### src/rtl/poh_pkg.sv
package poh_pkg;

  localparam int NLANES = 8;
  localparam logic [11:0] PAGE_ADDR = 12'hAC6;
  localparam logic [11:0] LANE_BASE = 12'hAD0;

  typedef enum logic [1:0] {
    CFG_SINGLE = 2'd0,
    CFG_TRIB   = 2'd1,
    CFG_QUAD_A = 2'd2,
    CFG_QUAD_B = 2'd3
  } cfg_mode_e;

  typedef enum logic [2:0] {
    LANE_TRACE = 3'd0,
    LANE_LABEL = 3'd1,
    LANE_USER  = 3'd2,
    LANE_MFI   = 3'd3,
    LANE_GROW  = 3'd4,
    LANE_APS   = 3'd5,
    LANE_TAND  = 3'd6,
    LANE_SIZE  = 3'd7
  } lane_e;

  // Legality of a port / 1-based slot pair under a configuration mode
  function automatic logic page_legal(cfg_mode_e m, int unsigned port,
                                      int unsigned slot, int unsigned nports,
                                      int unsigned nslots);
    if (port >= nports || slot == 0 || slot > nslots) return 1'b0;
    case (m)
      CFG_SINGLE: return (port == 0) && (slot == 1);
      CFG_TRIB:   return (port == 0);
      default:    return (slot == 1);
    endcase
  endfunction

endpackage

### src/rtl/poh_page_ctl.sv
module poh_page_ctl
  import poh_pkg::*;
#(
  parameter int PORTS = 4,
  parameter int SLOTS = 4,
  parameter int PW    = 2,
  parameter int SFW   = 3
) (
  input  logic           clk,
  input  logic           rst_n,
  input  logic [1:0]     mode,
  input  logic           wr,
  input  logic [6:0]     wdata,
  output logic [PW-1:0]  sel_port,
  output logic [SFW-1:0] sel_slot,
  output logic           err,
  output logic           wr_allow
);

  logic [3:0] f_port;
  logic [2:0] f_slot;
  logic       new_ok;

  assign f_port = wdata[3:0];
  assign f_slot = wdata[6:4];
  assign new_ok = page_legal(cfg_mode_e'(mode), int'(f_port), int'(f_slot),
                             PORTS, SLOTS);

  always_ff @(posedge clk or negedge rst_n) begin
    if (!rst_n) begin
      sel_port <= '0;
      sel_slot <= SFW'(1);
      err      <= 1'b0;
    end else if (wr) begin
      if (new_ok) begin
        sel_port <= PW'(f_port);
        sel_slot <= SFW'(f_slot);
        err      <= 1'b0;
      end else begin
        err      <= 1'b1;
      end
    end
  end

  // Held page must still be legal under the present mode
  assign wr_allow = !err && page_legal(cfg_mode_e'(mode), int'(sel_port),
                                       int'(sel_slot), PORTS, SLOTS);

endmodule

### src/rtl/poh_page_store.sv
module poh_page_store
  import poh_pkg::*;
#(
  parameter int PAGES = 16,
  parameter int PGW   = 4
) (
  input  logic                  clk,
  input  logic                  rst_n,
  input  logic                  we,
  input  logic [PGW-1:0]        wpage,
  input  logic [2:0]            wlane,
  input  logic [7:0]            wdata,
  input  logic [PGW-1:0]        rpage_a,
  input  logic [2:0]            rlane_a,
  output logic [7:0]            rbyte_a,
  input  logic [PGW-1:0]        rpage_b,
  output logic [8*NLANES-1:0]   rdata_b
);

  logic [7:0] mem [PAGES][NLANES];

  always_ff @(posedge clk or negedge rst_n) begin
    if (!rst_n) begin
      for (int pg = 0; pg < PAGES; pg++)
        for (int ln = 0; ln < NLANES; ln++)
          mem[pg][ln] <= (ln == int'(LANE_LABEL)) ? 8'h01 : 8'h00;
    end else if (we) begin
      mem[wpage][wlane] <= (wlane == LANE_SIZE) ? (wdata & 8'h03) : wdata;
    end
  end

  assign rbyte_a = mem[rpage_a][rlane_a];

  for (genvar ln = 0; ln < NLANES; ln++) begin : g_lane
    assign rdata_b[8*ln +: 8] = mem[rpage_b][ln];
  end

endmodule

### src/rtl/poh_tx_fetch.sv
module poh_tx_fetch #(
  parameter int PW = 2,
  parameter int SW = 2,
  parameter int BW = 64
) (
  input  logic             clk,
  input  logic             rst_n,
  input  logic             req_valid,
  input  logic [PW-1:0]    req_port,
  input  logic [SW-1:0]    req_slot,
  output logic [PW+SW-1:0] page_idx,
  input  logic [BW-1:0]    page_data,
  output logic             rsp_valid,
  output logic [BW-1:0]    rsp_data
);

  assign page_idx = {req_port, req_slot};

  always_ff @(posedge clk or negedge rst_n) begin
    if (!rst_n) begin
      rsp_valid <= 1'b0;
      rsp_data  <= '0;
    end else begin
      rsp_valid <= req_valid;
      if (req_valid) rsp_data <= page_data;
    end
  end

endmodule

### src/rtl/poh_page_bank.sv
module poh_page_bank
  import poh_pkg::*;
#(
  parameter int PORTS = 4,
  parameter int SLOTS = 4,
  parameter int AW    = 12
) (
  input  logic                        clk,
  input  logic                        rst_n,
  input  logic [1:0]                  cfg_mode,
  input  logic                        cpu_we,
  input  logic                        cpu_rd,
  input  logic [AW-1:0]               cpu_addr,
  input  logic [7:0]                  cpu_wdata,
  output logic [7:0]                  cpu_rdata,
  output logic                        cpu_rvalid,
  input  logic                        tx_req_valid,
  input  logic [$clog2(PORTS)-1:0]    tx_port,
  input  logic [$clog2(SLOTS)-1:0]    tx_slot,
  output logic                        tx_rsp_valid,
  output logic [8*poh_pkg::NLANES-1:0] tx_poh
);

  localparam int PW    = $clog2(PORTS);
  localparam int SW    = $clog2(SLOTS);
  localparam int SFW   = $clog2(SLOTS + 1);
  localparam int PAGES = PORTS * SLOTS;
  localparam int PGW   = PW + SW;
  localparam int BW    = 8 * NLANES;

  logic           page_hit, lane_hit;
  logic [2:0]     lane_sel;
  logic [PW-1:0]  sel_port;
  logic [SFW-1:0] sel_slot;
  logic           page_err, wr_allow;
  logic [SW-1:0]  sel_idx;
  logic [PGW-1:0] sel_page, tx_page;
  logic [7:0]     lane_byte, page_rb, rd_mux;
  logic [BW-1:0]  tx_page_data;

  assign page_hit = (cpu_addr == AW'(PAGE_ADDR));
  assign lane_hit = ((cpu_addr & ~AW'(7)) == AW'(LANE_BASE));
  assign lane_sel = cpu_addr[2:0];

  poh_page_ctl #(.PORTS(PORTS), .SLOTS(SLOTS), .PW(PW), .SFW(SFW)) u_ctl (
    .clk      (clk),
    .rst_n    (rst_n),
    .mode     (cfg_mode),
    .wr       (cpu_we && page_hit),
    .wdata    (cpu_wdata[6:0]),
    .sel_port (sel_port),
    .sel_slot (sel_slot),
    .err      (page_err),
    .wr_allow (wr_allow)
  );

  assign sel_idx  = SW'(sel_slot - SFW'(1));
  assign sel_page = {sel_port, sel_idx};

  poh_page_store #(.PAGES(PAGES), .PGW(PGW)) u_store (
    .clk     (clk),
    .rst_n   (rst_n),
    .we      (cpu_we && lane_hit && wr_allow),
    .wpage   (sel_page),
    .wlane   (lane_sel),
    .wdata   (cpu_wdata),
    .rpage_a (sel_page),
    .rlane_a (lane_sel),
    .rbyte_a (lane_byte),
    .rpage_b (tx_page),
    .rdata_b (tx_page_data)
  );

  poh_tx_fetch #(.PW(PW), .SW(SW), .BW(BW)) u_tx (
    .clk       (clk),
    .rst_n     (rst_n),
    .req_valid (tx_req_valid),
    .req_port  (tx_port),
    .req_slot  (tx_slot),
    .page_idx  (tx_page),
    .page_data (tx_page_data),
    .rsp_valid (tx_rsp_valid),
    .rsp_data  (tx_poh)
  );

  assign page_rb = {page_err, 3'(sel_slot), 4'(sel_port)};

  always_comb begin
    if (page_hit)      rd_mux = page_rb;
    else if (lane_hit) rd_mux = lane_byte;
    else               rd_mux = 8'h00;
  end

  always_ff @(posedge clk or negedge rst_n) begin
    if (!rst_n) begin
      cpu_rvalid <= 1'b0;
      cpu_rdata  <= 8'h00;
    end else begin
      cpu_rvalid <= cpu_rd;
      if (cpu_rd) cpu_rdata <= rd_mux;
    end
  end

endmodule

### config.mk
export PLATFORM = sky130hd
export DESIGN_NAME = poh_page_bank
export DESIGN_NICKNAME = d
export VERILOG_FILES = /design/src/rtl/poh_pkg.sv /design/src/rtl/poh_page_ctl.sv /design/src/rtl/poh_page_store.sv /design/src/rtl/poh_tx_fetch.sv /design/src/rtl/poh_page_bank.sv
export SDC_FILE = /design/constraint.sdc
export NUM_CORES = 2
export LEC_CHECK = 0
export ABC_AREA = 1
export ABC_CLOCK_PERIOD_IN_PS = 3800
export BUFFER_PORTS_ARGS = -buffer_cell sky130_fd_sc_hd__buf_2
export CAP_MARGIN = 20
export CORE_MARGIN = 2
export CORE_UTILIZATION = 25
export CTS_CLUSTER_DIAMETER = 120
export CTS_CLUSTER_SIZE = 16
export DETAILED_ROUTE_END_ITERATION = 16
export PLACE_DENSITY_LB_ADDON = 0.25
export SLEW_MARGIN = 30
export SYNTH_ARGS = -nofsm -noshare
export SYNTH_HDL_FRONTEND = slang
export SYNTH_HIERARCHICAL = 1
export SYNTH_SLANG_ARGS = --single-unit
### constraint.sdc
create_clock -name clk -period 3.8 [get_ports clk]
set_clock_uncertainty 0.2 [all_clocks]
set_input_delay 0.76 -clock clk [delete_from_list [all_inputs] [get_ports clk]]
set_output_delay 0.76 -clock clk [all_outputs]
set_load 0.02 [all_outputs]
==> results.ini <==
[sta]
post-route-min-period_ns = 3.60
fmax_mhz = 278
holdWs_ns = 0.0667
tightest_slew_ns = 1.01
fin_crit_sh_pct = 94.7
drv_slew = 0
timing.setup.tns_ns = 0
setup_viol = 0
slew-limit-headroom_pct = 32.8
rsz0062_at_grt = false
final_hold_viol_count = 0

[routing]
vias_per_cell = 5.10
vias = 55700
wl_met1_um = 114000
antenna_left = 0
wl_met3_um = 19000
drt-total-wl_um = 242000
drt_iter0_markers = 5814
first_pass_iters = 6
dr_wl_met2_um = 103000
top_layer = met5
wl_per_cell_um = 22.2
drc = 0

[floorplanning]
dieHeight_um = 493
die_area_mm2 = 0.243
start_util_pct = 25.1
rows = 179
num_io_pins = 105
die_width_um = 493
coreArea_mm2 = 0.238

[critical_path]
critPathLaunchType = register
crit_chain = inv_8, buf_4, inv_1, nor2_1, inv_2, nor2_2, buf_4, nand2_1, o21ai_0
reg2regPathDepth = 9
cp_slowest_stage_delay_ns = 0.77
path_max_fanout = 33
slowest_stage = nor2_2
worstPathRequired_ns = 4.25
crit_type = reg2reg
cp_num_cells = 9
path_buf_inv = 5
cp_data_arrival_time_ns = 4.05
endpoint_kind = register
cp_top_family = buffers and inverters
cp_common_cell = buf_4

[clocking]
cts_tree = yes
cts_buffers = 78
cts.path.max_buffers = 3
clk_pin_slew_ns = 0.10
insertion_delay_ns = 0.75
cts_setup_buffers = 0
clock-root-buffer = clkbuf_16
clock-sinks = 1104
h-tree-depth = 3

[pwr]
ir_drop_uv = 344
leakage_nw = 28.6
p_per_area_mw_per_mm2 = 334
power.total_mw = 22.3

[finish]
fin_nets = 7771
syn_to_final_growth_pct = 11.9
drive_above_1_share_pct = 7.74
final_core_util_pct = 28.1

[logic_synthesis]
yosys_warnings = 6
avgSynthCellArea_um2 = 7.54
synth_fp_nets = 7943
yosysSeqAreaShare_pct = 46.3
syn-instance-count = 7912
synth_cell_types = 37
synth_area_mm2 = 0.0597
ys_ff_latch = 1104

[global_route]
grt_pass1_wl_um = 362000
grt_overflow_total = 0
grt_max_degree = 107
antenna_found_initial = 8
grt_pass1_vias = 52900
grt_use_total_pct = 19.5

[worst_hold_path]
holdPathStages = 1
hold_class = in2reg

[placed_design]
io_buffers = 104
place.gp.congestion = 0.878
dp_hpwl_um = 157000

[run]
maxCapViolCount = 0

[outcome]
status = complete, no violations

-- cell type report --
cell class / instances / area, um^2
multi-input combinational: 5780 / 27700
inverter: 382 / 1480
tap: 3167 / 3960
clock inverter: 3 / 37.5
fill: 25700 / 171000
timing repair buffer: 394 / 3790
antenna: 2 / 5.00
clock buffer: 102 / 2110
sequential: 1104 / 27700
-- cell usage after synthesis, drive strengths merged --
library cell,count,share of area [%]
nand4,13,0.14
o221ai,11,0.16
dfrtp,1087,46
mux2i,232,3.9
clkinv,1,0.0063
nor2,146,1.2
o211ai,232,2.9
o21ai,1274,11
clkbuf,351,2.4
xor2,1,0.015
o21bai,1,0.013
nand2,2592,17
inv,381,2.4
or2,1,0.010
nor3b,1,0.013
a21oi,280,2.3
nand3,991,8.3
nor3,3,0.063
o22ai,1,0.010
xnor2,1,0.015
buf,295,2.5
dfstp,17,0.75
-- state kept, by name (all words and copies together) (netlist names) --
register / cells
u_store/mem: 1024
cpu_rvalid: 1
u_ctl/sel_slot: 3
u_tx/rsp_data: 64
u_ctl/sel_port: 2
u_ctl/err: 1
u_tx/rsp_valid: 1
cpu_rdata: 8
-- per-layer routing --
layer	vias to the layer above	global-route usage, %
met1	27500	28.9
met2	2111	28.9
met3	294	3.66
met4	6	5.02
met5	-	0
li1	25900	-
-- report_power, final --
| group | switching (mW) | total, mW | internal, mW |
|---|---|---|---|
| Combinational | 1.58 | 2.07 | 0.494 |
| Clock | 4.54 | 8.41 | 3.88 |
| Sequential | 0.0388 | 11.8 | 11.8 |
-- repair_timing --
action / CTS / global route
endpoints found under the hold margin: 19 / 0
setup endpoints to repair: 0 / 3
gates resized for setup: 0 / 1
hold buffers: 1 / 0
-- path summary, 6_finish.rpt --
path	start	endpoint	slack, ns
max	u_ctl/sel_slot[0]	u_store/mem[142]	0.20
min	cpu_rd	cpu_rvalid	0.07
max reg2reg	u_ctl/sel_slot[0]	u_store/mem[142]	0.20
min reg2reg	u_tx/rsp_data[21]	u_tx/rsp_data[21]	0.26
max in group asynchronous	rst_n	u_ctl/sel_port[0]	1.78
min in group asynchronous	rst_n	u_store/mem[39]	0.42
-- metrics by stage --
step	std cells	setup slack, ns	instance area (um^2)
detailed placement	10800	0.101	64600
floorplan	7912	1.03	59700
global route	10900	0.0518	66800
finish	10900	0.201	66800
CTS	10900	0.154	66800
global placement	10800	0.103	64600
-- cells in the final DEF, fill, tap and decap left out, drive strengths merged --
cell	instances
buf	393
nor3b	1
o211ai	232
clkbuf	102
dfstp	17
inv	384
mux2i	232
nand3	991
or2	1
nand4	13
dfrtp	1087
nor3	3
nor2	146
diode	2
o21bai	1
xor2	1
nand2	2592
o22ai	1
dlygate4sd3	1
o221ai	11
o21ai	1274
xnor2	1
a21oi	280
clkinv	1
-- logic make-up (layout without fill, tap and decap cells) --
group	Yosys count	count (layout)	synth area share (%)
buf+inv	1028	881	7.28
xor+xnor	2	2	0.0294
other cells	0	2	0
compound gates	1799	1799	16.1
mux	232	232	3.89
flops	1104	1104	46.3
simple gates	3747	3747	26.3
No activity file was read; power rests on OpenSTA's default activity.
